<file path="src/rtl/sprite_line_engine.sv">
module sprite_line_engine #(
  parameter int LINE_W = 256,
  parameter int COL_W  = 4,
  localparam int XW    = $clog2(LINE_W)
) (
  input  logic             clk,
  input  logic             rst_n,
  input  logic             line_start,
  input  logic             line_end,
  input  logic             fifth_in,
  input  logic             spr_valid,
  output logic             spr_ready,
  input  logic [XW-1:0]    spr_x,
  input  logic [15:0]      spr_pat,
  input  logic             spr_wide,
  input  logic [COL_W-1:0] spr_color,
  input  logic             spr_last,
  output logic             lb_we,
  output logic [XW-1:0]    lb_addr,
  output logic [COL_W-1:0] lb_color,
  output logic             done,
  input  logic             status_rd,
  output logic             status_coinc,
  output logic             status_fifth
);
  typedef enum logic [2:0] {S_IDLE, S_CLR, S_FETCH, S_RD, S_WR, S_FIN} st_t;
  st_t state;

  logic             occ [LINE_W];
  logic             occ_q;
  logic [XW-1:0]    clr_idx;
  logic [XW-1:0]    x_q;
  logic [XW-1:0]    pos_q;
  logic [15:0]      pat_q;
  logic             wide_q, last_q;
  logic [COL_W-1:0] col_q;
  logic [3:0]       pix;
  logic [XW:0]      pos;
  logic             draw, adv, last_pix;
  logic             coinc_p, fifth_p;

  assign pos       = {1'b0, x_q} + (XW+1)'(pix);
  assign draw      = pat_q[4'd15 - pix] && (pos < (XW+1)'(LINE_W));
  assign last_pix  = wide_q ? (pix == 4'd15) : (pix == 4'd7);
  assign adv       = (state == S_RD && !draw) || state == S_WR;
  assign spr_ready = state == S_FETCH;
  assign lb_we     = state == S_WR && col_q != '0;
  assign lb_addr   = pos_q;
  assign lb_color  = col_q;
  assign done      = state == S_FIN;

  always_ff @(posedge clk) begin
    if (!rst_n) begin
      state   <= S_IDLE;
      clr_idx <= '0;
      x_q     <= '0;
      pos_q   <= '0;
      pat_q   <= '0;
      wide_q  <= 1'b0;
      last_q  <= 1'b0;
      col_q   <= '0;
      pix     <= '0;
    end else begin
      case (state)
        S_IDLE:  if (line_start) begin
                   state   <= S_CLR;
                   clr_idx <= '0;
                 end
        S_CLR:   begin
                   clr_idx <= clr_idx + 1'b1;
                   if (clr_idx == XW'(LINE_W-1)) state <= S_FETCH;
                 end
        S_FETCH: if (spr_valid) begin
                   x_q    <= spr_x;
                   pat_q  <= spr_pat;
                   wide_q <= spr_wide;
                   col_q  <= spr_color;
                   last_q <= spr_last;
                   pix    <= '0;
                   state  <= S_RD;
                 end
        S_RD:    if (draw) begin
                   pos_q <= pos[XW-1:0];
                   state <= S_WR;
                 end
        S_FIN:   state <= S_IDLE;
        default: ;
      endcase
      if (adv) begin
        if (last_pix) state <= last_q ? S_FIN : S_FETCH;
        else begin
          pix   <= pix + 1'b1;
          state <= S_RD;
        end
      end
    end
  end

  always_ff @(posedge clk) begin
    if (state == S_CLR) occ[clr_idx] <= 1'b0;
    if (state == S_WR)  occ[pos_q]   <= 1'b1;
    if (state == S_RD)  occ_q        <= occ[pos[XW-1:0]];
  end

  always_ff @(posedge clk) begin
    if (!rst_n) begin
      coinc_p      <= 1'b0;
      fifth_p      <= 1'b0;
      status_coinc <= 1'b0;
      status_fifth <= 1'b0;
    end else begin
      if (state == S_IDLE && line_start) coinc_p <= 1'b0;
      else if (state == S_WR && occ_q)   coinc_p <= 1'b1;
      if (fifth_in)                           fifth_p <= 1'b1;
      else if (state == S_IDLE && line_start) fifth_p <= 1'b0;
      if (line_end) begin
        status_coinc <= status_coinc | coinc_p;
        status_fifth <= status_fifth | fifth_p;
      end else if (status_rd) begin
        status_coinc <= 1'b0;
        status_fifth <= 1'b0;
      end
    end
  end
endmodule

</file>
<file path="config.mk">
export PLATFORM = sky130hd
export DESIGN_NAME = sprite_line_engine
export DESIGN_NICKNAME = d
export VERILOG_FILES = /design/src/rtl/sprite_line_engine.sv
export SDC_FILE = /design/constraint.sdc
export NUM_CORES = 1
export LEC_CHECK = 0
export ABC_AREA = 1
export BUFFER_PORTS_ARGS = -buffer_cell sky130_fd_sc_hd__buf_4
export CORE_MARGIN = 2
export CORE_UTILIZATION = 40
export DETAILED_ROUTE_END_ITERATION = 10
export GPL_TIMING_DRIVEN = 0
export PLACE_DENSITY = 0.57
export SYNTH_ARGS = -nofsm -noshare
export SYNTH_HDL_FRONTEND = slang
export SYNTH_SLANG_ARGS = --single-unit
</file>
<file path="constraint.sdc">
create_clock -name clk -period 4.2 [get_ports clk]
set_input_delay 0.21 -clock clk [delete_from_list [all_inputs] [get_ports clk]]
set_output_delay 0.21 -clock clk [all_outputs]
set_load 0.02 [all_outputs]
</file>
* Word-level counts from Yosys, hierarchy flattened
Memory sizes are Yosys's and may differ from the RTL's. A register that Yosys moved wholly into a read port is not among the register bits.
Cells that the tools add are included.
** Cells by class
- Add/subtract/negate cells :: 4
- Magnitude comparators :: 2
- Equality and inequality tests :: 13
- Mux-type cells :: 29
- Bitwise logic cells :: 3
- Reductions and logical operators :: 19
** Operators with widths (number)
- $mux W3 :: 7
- $mux W4 :: 4
- $mux W8 :: 2
- $pmux W8 S2 :: 1
- $pmux W3 S5 :: 1
- $mux W1 :: 13
- $add A8 B4 Y9 :: 1
- $lt A9 B9 Y1 const B :: 1
- $ne A3 B3 Y1 const B :: 3
- $add A8 B1 Y8 const B :: 1
- $eq A8 B8 Y1 const B :: 1
- $eq A3 B2 Y1 const B :: 2
- $eq A3 B3 Y1 const B :: 2
- $reduce_and A2 Y1 :: 3
- $reduce_bool A2 Y1 :: 3
- $reduce_bool A6 Y1 :: 1
- $logic_and A1 B1 Y1 :: 5
- $lt A4 B5 Y1 const B :: 1
- $reduce_and A5 Y1 :: 1
- $add A4 B1 Y4 const B :: 1
- $bmux W1 S4 :: 1
- $eq A4 B3 Y1 const B :: 1
- $eq A4 B4 Y1 const B :: 1
- $reduce_bool A4 Y1 :: 1
- 11 further kinds :: 12
** Storage, ports and cells
- Flip-flop bits (word level) :: 57
- RAM bits :: 256
- Input port bits :: 37
- Output and inout bits :: 17
- Word-level logic and storage cells :: 84
- Memories kept :: 1
** Memory list
- occ :: depth 256, bits a word 1, read ports 1, clocked after memory_dff 1, wr ports 1, line 29 : logic occ [LINE_W];

* Logic depth before layout (Yosys ltp)
Gate-level depths: netlist of run 1.
- Word-level depth :: 9
- Depth in mapped cells :: 16
- Gate-level depth less buffers :: 15

* Worst setup path before layout of run 1
OpenSTA, ideal clock, no wires.
- Path kind :: register to register
- Start :: register state[2]
- End :: memory occ[144], enable pin
- Library setup time :: 0.295 ns
- Arrival time :: 3.123 ns
- Required time :: 3.905 ns
- Setup slack :: 0.782 ns
- Stages on the path, launching flop included :: 12
- Period minus slack after synthesis :: 3.418 ns
- Path through :: dfxtp_1 > buf_4 > inv_2 > nor2_8 > inv_4 > buf_6 > nand2_4 > inv_2 > nor3_4 > nand2_4 > buf_6 > nor2_2
** Between the ends
- Cells in the longest elaborated chain, start to end :: 5
- Elaborated cells on any way between the ends :: 9
** Ends and longest elaborated chain
- start: declaration :: line 27 : st_t state;
- start signal: assignment :: line 90 : if (last_pix) state <= last_q ? S_FIN : S_FETCH;
- $eq A3 B3 Y1 :: line 101 : if (state == S_WR) occ[pos_q] <= 1'b1;
- $mux W1 :: line 101
- $mux W1 (implied by the code) :: line 101
- $reduce_or A1 Y1 (no line)
- $mux W8 (no line) or $mux W1 (tied branches)
- end: declaration :: line 29
Parallel ways exist; a longest one is shown, timed or not.

* Worst setup path after layout of run 1
- Start :: register pix[1]
- End :: register occ_q (read register of occ), data pin
** Between the ends
- Cells in the longest elaborated chain, start to end :: 1
** Ends and longest elaborated chain
- start: declaration :: line 37 : logic [3:0] pix;
- start signal: assignment :: line 92 : pix <= pix + 1'b1;
- $add A8 B4 Y9 :: line 42 : assign pos = {1'b0, x_q} + (XW+1)'(pix);
- end: declaration :: line 30 : logic occ_q;
No other way between the ends.
A chain may end at the register's enable or synchronous reset.

==> results of run 1 <==
[state kept, by name, summed over array words and instances, names as in the netlist]
name and cells:
occ 256, pat_q 16, clr_idx 8, lb_addr 8
x_q 8, lb_color 4, pix 4, state 3
coinc_p 1, fifth_p 1, last_q 1, occ_q 1
status_coinc 1, status_fifth 1, wide_q 1
[cell type report]
class                      instances  area share
buffer                            98      0.0257
clock buffer                      47      0.0580
clock inverter                    17     0.00748
inverter                         142      0.0299
multi-input combinational       1213       0.303
sequential                       314       0.495
tap                              511      0.0357
timing repair buffer              89      0.0449
[report_power, final]
part | switching (µW) | total [µW] | internal (µW) | leakage [µW]
Clock | 1300 | 3170 | 1860 | 0.000574
Sequential | 67.0 | 3560 | 3490 | 0.00285
Combinational | 2360 | 3190 | 829 | 0.00363
Total | 3730 | 9910 | 6180 | 0.00705
[synthesized netlist by cell type, types with 2 or more instances]
library cell	n	area (µm²)
sky130_fd_sc_hd__nand3_1	129	646
sky130_fd_sc_hd__inv_1	124	465
sky130_fd_sc_hd__xor2_1	4	35.0
sky130_fd_sc_hd__nand4_1	16	100
sky130_fd_sc_hd__inv_2	13	48.8
sky130_fd_sc_hd__buf_2	37	185
sky130_fd_sc_hd__nor3_1	2	10.0
sky130_fd_sc_hd__clkbuf_1	48	180
sky130_fd_sc_hd__clkinv_1	4	15.0
sky130_fd_sc_hd__a221oi_1	2	17.5
sky130_fd_sc_hd__nand4_2	4	50.1
sky130_fd_sc_hd__o21ai_2	3	26.3
sky130_fd_sc_hd__xnor2_1	2	17.5
sky130_fd_sc_hd__nand3b_1	2	15.0
sky130_fd_sc_hd__a211oi_1	3	22.5
sky130_fd_sc_hd__edfxtp_1	257	7720
sky130_fd_sc_hd__nor2_4	7	78.8
sky130_fd_sc_hd__a21oi_1	31	155
sky130_fd_sc_hd__buf_1	7	26.3
sky130_fd_sc_hd__nor2_1	356	1340
sky130_fd_sc_hd__nand2_2	7	43.8
sky130_fd_sc_hd__or2_2	2	12.5
sky130_fd_sc_hd__nor4_1	3	18.8
sky130_fd_sc_hd__o21ai_0	84	420
sky130_fd_sc_hd__nor2_2	44	275
sky130_fd_sc_hd__nor3_2	2	20.0
sky130_fd_sc_hd__ha_1	6	75.1
sky130_fd_sc_hd__nand2_1	488	1830
sky130_fd_sc_hd__o211ai_1	2	15.0
sky130_fd_sc_hd__dfxtp_1	57	1140
sky130_fd_sc_hd__buf_6	5	56.3
sky130_fd_sc_hd__o21ai_4	5	81.3
sky130_fd_sc_hd__nand2_4	5	56.3
[critical path, delay by kind of cell (launching register included)]
kind	cells	cell delay (ns)
AND/OR/NAND/NOR	9	1.00
adder cells (fa/ha/maj)	1	0.71
flip-flops	1	0.44
buffers and inverters	3	1.46
[through the flow]
stage                     std cells  hold slack (ns)  TNS (ns)  area (µm²)  setup slack, ns
final                          2431          0.00145         0       17900            0.334
after global routing           2431           0.0341         0       17900            0.143
after CTS                      2431           0.0135         0       17900            0.201
after detailed placement       2334            0.437         0       16400            0.213
after global placement         2331            0.431   -154.06       16300           -0.887
after floorplan                1767            0.327         0       15300            0.782
[routing by layer]
metal	vias to the layer above	routed length [µm]
met5	-	0
met4	0	1540
met3	89	3240
met2	465	21600
met1	6126	21800
li1	5976	-
[worst max-delay path by stage]
| stage | from | to | depth (start not counted) |
|---|---|---|---|
| floorplan | state[2]$_SDFFE_PN0P_ | occ[144]$_DFFE_PP_ | 11 |
| global placement | state[2]$_SDFFE_PN0P_ | occ[74]$_DFFE_PP_ | 10 |
| detailed placement | pix[1]$_SDFF_PN0_ | occ_q$_DFFE_PP_ | 14 |
| CTS | pix[1]$_SDFF_PN0_ | occ_q$_DFFE_PP_ | 14 |
| global route | pix[1]$_SDFF_PN0_ | occ_q$_DFFE_PP_ | 13 |
| finish | pix[1]$_SDFF_PN0_ | occ_q$_DFFE_PP_ | 13 |
[kinds of logic (layout without fill, tap and decap cells)]
family                     after synthesis  count (layout)  share of synthesized area
AOI/OAI and AO/OA                      130             130                     0.0483
xor gates and xnor gates                 6               6                    0.00344
adders and majority gates                7               7                    0.00623
buffers and inverters                  240             393                     0.0649
DFF                                    314             314                      0.580
and+or+nand+nor                       1070            1070                      0.297
[cells in the final DEF, fill, tap and decap left out, types with 7 or more instances in the layout]
| cell | netlist | routed |
|---|---|---|
| sky130_fd_sc_hd__a21oi_1 | 31 | 31 |
| sky130_fd_sc_hd__buf_2 | 37 | 37 |
| sky130_fd_sc_hd__buf_4 | 1 | 54 |
| sky130_fd_sc_hd__clkbuf_1 | 48 | 52 |
| sky130_fd_sc_hd__clkbuf_16 | 0 | 40 |
| sky130_fd_sc_hd__clkinv_1 | 4 | 14 |
| sky130_fd_sc_hd__dfxtp_1 | 57 | 57 |
| sky130_fd_sc_hd__dlygate4sd3_1 | 0 | 33 |
| sky130_fd_sc_hd__edfxtp_1 | 257 | 257 |
| sky130_fd_sc_hd__inv_1 | 124 | 124 |
| sky130_fd_sc_hd__inv_2 | 13 | 13 |
| sky130_fd_sc_hd__nand2_1 | 488 | 488 |
| sky130_fd_sc_hd__nand2_2 | 7 | 7 |
| sky130_fd_sc_hd__nand3_1 | 129 | 129 |
| sky130_fd_sc_hd__nand4_1 | 16 | 16 |
| sky130_fd_sc_hd__nor2_1 | 356 | 356 |
| sky130_fd_sc_hd__nor2_2 | 44 | 44 |
| sky130_fd_sc_hd__nor2_4 | 7 | 7 |
| sky130_fd_sc_hd__o21ai_0 | 84 | 84 |
[what timing repair did]
item	in CTS	in global routing
endpoints found under the hold margin	33	0
endpoints found under the setup margin	0	1
hold buffers	33	0
gates resized for setup	0	6
==> impl_metrics.yaml, run 1 <==
final_layout:
  multi_input_area_um2: 5430
  layout-drive-gt1-share: 0.128
  layout-area-overhead-vs-synth_pct: 17.2
  final.fill_count: 3749
  final_core_util: 0.475
  sequential_cell_area_um2: 8860
  design.final.nets: 1939
  antenna_cells_inserted: 0
sta:
  timing.max_slew.rel_slack: 0.413
  fin_worst_skew_ns: 0.0221
  timing.fmax_mhz: 259
  worstMarginPinSlew_ns: 0.880
  fraction_of_the_cycle_the_final_worst_path_needs: 0.920
  final.min_clock_period_ns: 3.87
  timing_hold_violations_final: 0
  maxSlewViolCount: 0
  grt_setup_unrepaired: "no"
  setup_viol: 0
worst_setup_path:
  critical_path.endpoint_type: "register"
  worstSetupStartpointType: "register"
  timing.critical_path.cells: "clkinv_1 -> fa_1 -> clkbuf_1 -> clkbuf_1 -> nand3_1 -> nand3_1 -> nand3_1 -> nand3_1 -> nand3_1 -> nand3_1 -> nand2_1 -> nand2_1 -> nand2_1"
  worst_path_most_repeated_cell: "sky130_fd_sc_hd__nand3_1"
  required_ns: 4.48
  timing_worst_setup_path_type: "register to register"
  r2r.worst_path.cells: 13
  slowest_delay_ns: 0.71
  critical_path.reg2reg.endpoint: "occ_q$_DFFE_PP_"
  slowest_stage: "sky130_fd_sc_hd__fa_1"
  crit_arrival_ns: 4.15
  worst_r2r_startpoint: "pix[1]$_SDFF_PN0_"
  r2r_setup_slack_ns: 0.33
  timing.critical_path.fanout_max: 10
synth:
  ys_types: 39
  yosys_register_bits: 314
  synth_net_count: 1811
  synth.yosys.warnings: 0
  synth.avg_cell_area_um2: 8.64
  seq_area_frac_synth: 0.580
  edff_count_synth: 257
  postSynth.topFlopCell: "sky130_fd_sc_hd__edfxtp_1"
  post_synth_inst_count: 1767
  syn_area_um2: 15300
  async_flop_share: 0
grt:
  number_of_antenna_violations_at_the_first_check_in_global_routing: 0
  grt_first_pass_wirelength_mm: 72.8
  grt_use_total: 0.247
  grt_max_degree: 86
  globalRouteOverflowTotal: 0
  use_met3: 0.0307
  globalRoute.busiestLayer: "met2"
  groute.layer.met2.usage: 0.386
  grt_pass1_vias: 12100
  grtUsageMet1: 0.355
clock_network:
  clock_sink_count: 314
  clkTransAtPathRegs_ns: 0.06
  worst_skew_pair.late_latency_ns: 0.53
  tritoncts.num_buffers: 37
  number_of_buffers_on_the_longest_clock_path: 3
  postCtsSetupBuffers: 0
  cts_htree_levels: 2
  cts_tree: "done"
  clock-root-buffer: "sky130_fd_sc_hd__clkbuf_16"
placement:
  gpl_wtd_cong: 0.881
  port_buffers: 53
  detailedPlacementHpwl_mm: 31.9
run_status:
  run_status: "finished clean"
route:
  first_iter_violations: 1370
  wl_per_cell_um: 19.8
  per_cell_via_count_in_the_routed_design: 5.21
  wirelength_mm: 48.2
  drc_errors: 0
  first_pass_iters: 5
  final_antenna_net_count: 0
  vias: 12656
floorplanning:
  placement_rows: 71
  core-area_um2: 37700
  die_height_um: 199
  die_extent_in_x_um: 199
  effective_utilization_at_floorplan: 0.405
  io-pin-count: 54
  die-area_um2: 39800
power:
  total_leakage_power_uw: 0.00705
  total_chip_power_uw: 9910
  powerDensity_nw_per_um2: 554
  vdd.ir_drop.worst_mv: 0.282
hold_path:
  startpoint_of_the_tightest_hold_check_path: "status_rd"
  holdPathEnd: "status_fifth$_SDFFE_PN0P_"
  min_delay_path_depth: 4
  hold_path_class: "input port to register"
flow_run:
  timing.max_cap.violations: 0
(Power assumes the default switching activity.)
==> run 2: changes to the inputs <==
--- a/config.mk
+++ b/config.mk
@@ -9,6 +9,7 @@
 export BUFFER_PORTS_ARGS = -buffer_cell sky130_fd_sc_hd__buf_4
 export CORE_MARGIN = 2
 export CORE_UTILIZATION = 40
+export CTS_CLUSTER_DIAMETER = 60
 export DETAILED_ROUTE_END_ITERATION = 10
 export GPL_TIMING_DRIVEN = 0
 export PLACE_DENSITY = 0.57
==> constraint.sdc (replaced) <==
create_clock -name clk -period 4.5 [get_ports clk]
set_input_delay 0.225 -clock clk [delete_from_list [all_inputs] [get_ports clk]]
set_output_delay 0.225 -clock clk [all_outputs]
set_load 0.02 [all_outputs]
==> impl_metrics.yaml, run 2 (same netlist as run 1, synthesis figures left out) <==
grt:
  grt_use_total: 0.246
  groute.layer.met2.usage: 0.384
  grt_pass1_vias: 12126
  number_of_antenna_violations_at_the_first_check_in_global_routing: 0
  globalRouteOverflowTotal: 0
  grt_max_degree: 86
  use_met3: 0.0321
  grtUsageMet1: 0.353
  grt_first_pass_wirelength_mm: 72.7
  globalRoute.busiestLayer: "met2"
sta:
  grt_setup_unrepaired: "no"
  final.min_clock_period_ns: 4.06
  worstMarginPinSlew_ns: 0.905
  timing.max_slew.rel_slack: 0.393
  timing_hold_violations_final: 0
  maxSlewViolCount: 0
  timing.fmax_mhz: 246
  setup_viol: 0
  fraction_of_the_cycle_the_final_worst_path_needs: 0.902
  fin_worst_skew_ns: 0.0205
power:
  cellInternalPower_uw: 5680
  p_clk_frac: 0.315
  p_sw_uw: 3490
  share_comb_of_total_power: 0.323
  share_of_power_burned_in_registers: 0.362
  powerDensity_nw_per_um2: 515
  total_leakage_power_uw: 0.00700
  vdd.ir_drop.worst_mv: 0.290
  power_switching_share: 0.380
  total_chip_power_uw: 9170
final_layout:
  sequential_cell_area_um2: 8860
  biggestRegsByFlops: "occ: 256 flops, pat_q: 16 flops"
  final_common_cell: "sky130_fd_sc_hd__nand2_1"
  final_cell_mix: "sky130_fd_sc_hd__nand2_1 (488), sky130_fd_sc_hd__nor2_1 (356), sky130_fd_sc_hd__edfxtp_1 (257)"
  largest_register_ff_count: 256
  design.final.nets: 1935
  layout-drive-gt1-share: 0.127
  final.fill_count: 3762
  multi_input_area_um2: 5420
  register_containing_the_most_flip_flops_in_the_final_layout: "occ"
  layout-area-overhead-vs-synth_pct: 16.6
  fin_area_um2: 17800
  antenna_cells_inserted: 0
route:
  first_iter_violations: 1436
  drc_errors: 0
  vias: 12616
  final_antenna_net_count: 0
  wl_per_cell_um: 19.8
  first_pass_iters: 5
  wirelength_mm: 48.0
  per_cell_via_count_in_the_routed_design: 5.20
clock_network:
  cts-resized-gates: 0
  clkTransAtPathRegs_ns: 0.06
  clock_sink_count: 314
  cts_htree_levels: 2
  worst_skew_pair.late_latency_ns: 0.54
  clock-root-buffer: "sky130_fd_sc_hd__clkbuf_16"
  number_of_buffers_on_the_longest_clock_path: 3
  tritoncts.num_buffers: 38
  cts_tree: "done"
floorplanning:
  placement_rows: 71
  core-area_um2: 37700
  die_height_um: 199
  io-pin-count: 54
  die_extent_in_x_um: 199
  die-area_um2: 39800
  effective_utilization_at_floorplan: 0.405
worst_setup_path:
  worstSetupStartpointType: "register"
  required_ns: 4.90
  timing.critical_path.fanout_max: 10
  crit_arrival_ns: 4.46
  critical_path.endpoint_type: "register"
  timing_worst_setup_path_type: "register to register"
hold_path:
  hold_path_class: "input port to register"
placement:
  gpl_wtd_cong: 0.881
  detailedPlacementHpwl_mm: 31.9
  port_buffers: 53
  detailed_place.area_um2: 16400
flow_run:
  timing.max_cap.violations: 0
run_status:
  run_status: "finished clean"
-- run 2: cell type report --
cell class | count | area share
plain buffers | 98 | 0.0256
clock buffers | 46 | 0.0568
clock inverters | 20 | 0.00773
inverters | 142 | 0.0301
multi-input cells | 1213 | 0.304
flip-flops and latches | 314 | 0.497
well taps | 511 | 0.0359
repair buffers | 84 | 0.0423
-- run 2: repair_timing --
item	CTS	global route
hold buffers	28	0
endpoints found under the hold margin	29	0
buffers inserted	0	0
-- run 2: worst max-delay path: stages (launching register included) --
cell and delay, ns:
sky130_fd_sc_hd__dfxtp_1 0.44, sky130_fd_sc_hd__clkinv_1 0.34, sky130_fd_sc_hd__fa_1 0.71, sky130_fd_sc_hd__clkbuf_1 0.55, sky130_fd_sc_hd__clkbuf_1 0.71, sky130_fd_sc_hd__nand2_1 0.11
sky130_fd_sc_hd__nand2_1 0.13, sky130_fd_sc_hd__nand2_1 0.06, sky130_fd_sc_hd__nand3_1 0.14, sky130_fd_sc_hd__nand3_1 0.20, sky130_fd_sc_hd__nand3_1 0.16, sky130_fd_sc_hd__nand3_1 0.08
sky130_fd_sc_hd__nand2_1 0.16, sky130_fd_sc_hd__nand2_1 0.07, sky130_fd_sc_hd__nand2_1 0.07
-- run 2: power groups by stage --
| stage | sequential, µW | combinational [µW] | clock (µW) |
|---|---|---|---|
| finish | 3320 | 2970 | 2880 |
| CTS | 3320 | 2920 | 2920 |
| global placement | 3390 | 2850 | 0 |
| detailed placement | 3380 | 2890 | 0 |
| global route | 3330 | 3240 | 3030 |
| floorplan | 3380 | 1780 | 0 |
-- run 2: worst paths after layout --
check	startpoint	endpoint	slack [ns]	cells after the start
min reg2reg	pat_q[15]$_SDFFE_PN0P_	pat_q[15]$_SDFFE_PN0P_	0.45	2
max	pix[1]$_SDFF_PN0_	occ_q$_DFFE_PP_	0.44	14
max reg2reg	pix[1]$_SDFF_PN0_	occ_q$_DFFE_PP_	0.44	14
min	spr_pat[6]	pat_q[6]$_SDFFE_PN0P_	0.004	3
-- run 2: layer usage --
metal / part of all wire / routed length, µm
met5: 0 / 0
met4: 0.033 / 1600
met3: 0.082 / 3920
met2: 0.45 / 21400
met1: 0.44 / 21100
-- run 2: metrics by stage --
stage	setup WS [ns]	hold slack (ns)	instances	setup TNS, ns	util
finish	0.440	0.00409	2428	0	0.473
global route	0.285	0.0204	2428	0	0.473
CTS	0.513	0.000460	2428	0	0.473
detailed placement	0.513	0.448	2334	0	0.435
global placement	-0.587	0.436	2331	-77.26	0.433
floorplan	1.08	0.342	1767	0	-
==> run 3: changes to the inputs <==
==> constraint.sdc (replaced) <==
create_clock -name clk -period 4.2 [get_ports clk]
set_input_delay 0.21 -clock clk [delete_from_list [all_inputs] [get_ports clk]]
set_output_delay 0.21 -clock clk [all_outputs]
set_load 0.02 [all_outputs]
==> impl_metrics.yaml, run 3 (same netlist as run 1, synthesis figures left out) <==
run_status:
  run_status: "finished clean"
sta:
  timing_hold_violations_final: 0
  setup_viol: 0
  timing.max_slew.rel_slack: 0.400
  fraction_of_the_cycle_the_final_worst_path_needs: 0.960
  timing.fmax_mhz: 248
  grt_setup_unrepaired: "no"
  whs_ns: 0.00303
  maxSlewViolCount: 0
  fin_setup_tns_ns: 0
  final.min_clock_period_ns: 4.03
  worstMarginPinSlew_ns: 0.900
  fin_worst_skew_ns: 0.0232
route:
  per_cell_via_count_in_the_routed_design: 5.19
  drc_errors: 0
  first_iter_violations: 1444
  first_pass_iters: 5
  wirelength_mm: 48.0
  wl_per_cell_um: 19.7
  vias: 12632
  final_antenna_net_count: 0
floorplanning:
  die-area_um2: 39800
  die_extent_in_x_um: 199
  placement_rows: 71
  effective_utilization_at_floorplan: 0.405
  core-area_um2: 37700
  io-pin-count: 54
  die_height_um: 199
placement:
  gpl_wtd_cong: 0.881
  placed_cells_incl_taps: 2334
  port_buffers: 53
  detailed_place.area_um2: 16400
  detailedPlacementHpwl_mm: 31.9
grt:
  grt_max_degree: 86
  grtUsageMet1: 0.353
  globalRouteOverflowTotal: 0
  globalRoute.busiestLayer: "met2"
  grt_use_total: 0.246
  groute.layer.met2.usage: 0.386
  use_met3: 0.0321
  grt_first_pass_wirelength_mm: 72.8
  grt_pass1_vias: 12149
  number_of_antenna_violations_at_the_first_check_in_global_routing: 0
clock_network:
  cts_tree: "done"
  number_of_buffers_on_the_longest_clock_path: 3
  clock-root-buffer: "sky130_fd_sc_hd__clkbuf_16"
  clkTransAtPathRegs_ns: 0.06
  tritoncts.num_buffers: 38
  postCtsSetupBuffers: 0
  clock_sink_count: 314
  cts_htree_levels: 2
  worst_skew_pair.late_latency_ns: 0.54
final_layout:
  biggestRegsByFlops: "occ: 256 flops, pat_q: 16 flops"
  final_common_cell: "sky130_fd_sc_hd__nand2_1"
  largest_register_ff_count: 256
  final.fill_count: 3757
  finish.cell_count_without_fillers: 2432
  layout-area-overhead-vs-synth_pct: 17.0
  layout-drive-gt1-share: 0.128
  final_cell_mix: "sky130_fd_sc_hd__nand2_1 (488), sky130_fd_sc_hd__nor2_1 (356), sky130_fd_sc_hd__edfxtp_1 (257)"
  fin_area_um2: 17900
  design.final.nets: 1939
  antenna_cells_inserted: 0
  register_containing_the_most_flip_flops_in_the_final_layout: "occ"
hold_path:
  startpoint_of_the_tightest_hold_check_path: "status_rd"
  hold_path_class: "input port to register"
  min_delay_path_depth: 4
worst_setup_path:
  r2r.worst_path.cells: 14
  critical_path.endpoint_type: "register"
  timing_worst_setup_path_type: "register to register"
  worstSetupStartpointType: "register"
  crit_arrival_ns: 4.43
  required_ns: 4.60
  timing.critical_path.from: "pix[1]$_SDFF_PN0_"
  worst_r2r_startpoint: "pix[1]$_SDFF_PN0_"
  timing.critical_path.fanout_max: 10
flow_run:
  timing.max_cap.violations: 0
power:
  vdd.ir_drop.worst_mv: 0.313
  total_leakage_power_uw: 0.00703
  powerDensity_nw_per_um2: 551
==> run 3: cell count changes in the layout (fill, tap and decap cells not counted) <==
cell                            delta
sky130_fd_sc_hd__clkbuf_1          -1
sky130_fd_sc_hd__xnor2_2           +1
sky130_fd_sc_hd__dlygate4sd3_1     +4
sky130_fd_sc_hd__buf_1             -1
sky130_fd_sc_hd__clkbuf_2          +2
sky130_fd_sc_hd__xnor2_1           -1
==> run 3: critical path, cell delays in order, from the launching register on <==
cell	delay, ns
sky130_fd_sc_hd__dfxtp_1	0.44
sky130_fd_sc_hd__clkinv_1	0.34
sky130_fd_sc_hd__fa_1	0.71
sky130_fd_sc_hd__clkbuf_1	0.55
sky130_fd_sc_hd__clkbuf_1	0.71
sky130_fd_sc_hd__nand3_1	0.15
sky130_fd_sc_hd__nand2_1	0.09
sky130_fd_sc_hd__nand2_1	0.06
sky130_fd_sc_hd__nand3_1	0.13
sky130_fd_sc_hd__nand3_1	0.18
sky130_fd_sc_hd__nand3_1	0.18
sky130_fd_sc_hd__nand3_1	0.08
sky130_fd_sc_hd__nand2_1	0.13
sky130_fd_sc_hd__nand2_1	0.07
sky130_fd_sc_hd__nand2_1	0.07
==> run 3: through the flow <==
step / util / total power, µW / setup WS, ns
4_1_cts: 0.474 / 9820 / 0.213
3_3_place_gp: 0.433 / 6680 / -0.887
3_5_place_dp: 0.435 / 6720 / 0.213
6_report: 0.474 / 9840 / 0.167
2_1_floorplan: - / 5530 / 0.782
5_1_grt: 0.474 / 10300 / 0.0274
==> run 3: final timing paths <==
| kind | end | slack (ns) |
|---|---|---|
| setup / recovery | occ_q$_DFFE_PP_ | 0.17 |
| hold / removal | status_coinc$_SDFFE_PN0P_ | 0.003 |
| setup reg to reg | occ_q$_DFFE_PP_ | 0.17 |
| hold reg to reg | pat_q[15]$_SDFFE_PN0P_ | 0.45 |
==> run 3: layout make-up <==
type	count	area (µm²)	area share
plain buffers	98	458	0.0256
well taps	511	639	0.0358
multi-input cells	1213	5430	0.304
flip-flops and latches	314	8860	0.496
clock buffers	46	1010	0.0567
repair buffers	88	793	0.0444
inverters	142	536	0.0300
clock inverters	20	138	0.00770
==> run 3: report_power, final <==
part / internal [µW] / switching (µW)
clock: 1780 / 1320
combinational: 828 / 2360
sequential: 3490 / 67.4
==> run 3: repair_timing <==
action,in CTS,in global routing
endpoints found under the hold margin,33,0
gates resized for setup,0,4
hold buffers,32,0
setup endpoints to repair,0,1
==> run 3: layer usage <==
layer / wire, µm / share of wire
met1: 21000 / 0.44
met2: 21500 / 0.45
met3: 3990 / 0.083
met4: 1570 / 0.033
met5: 0 / 0
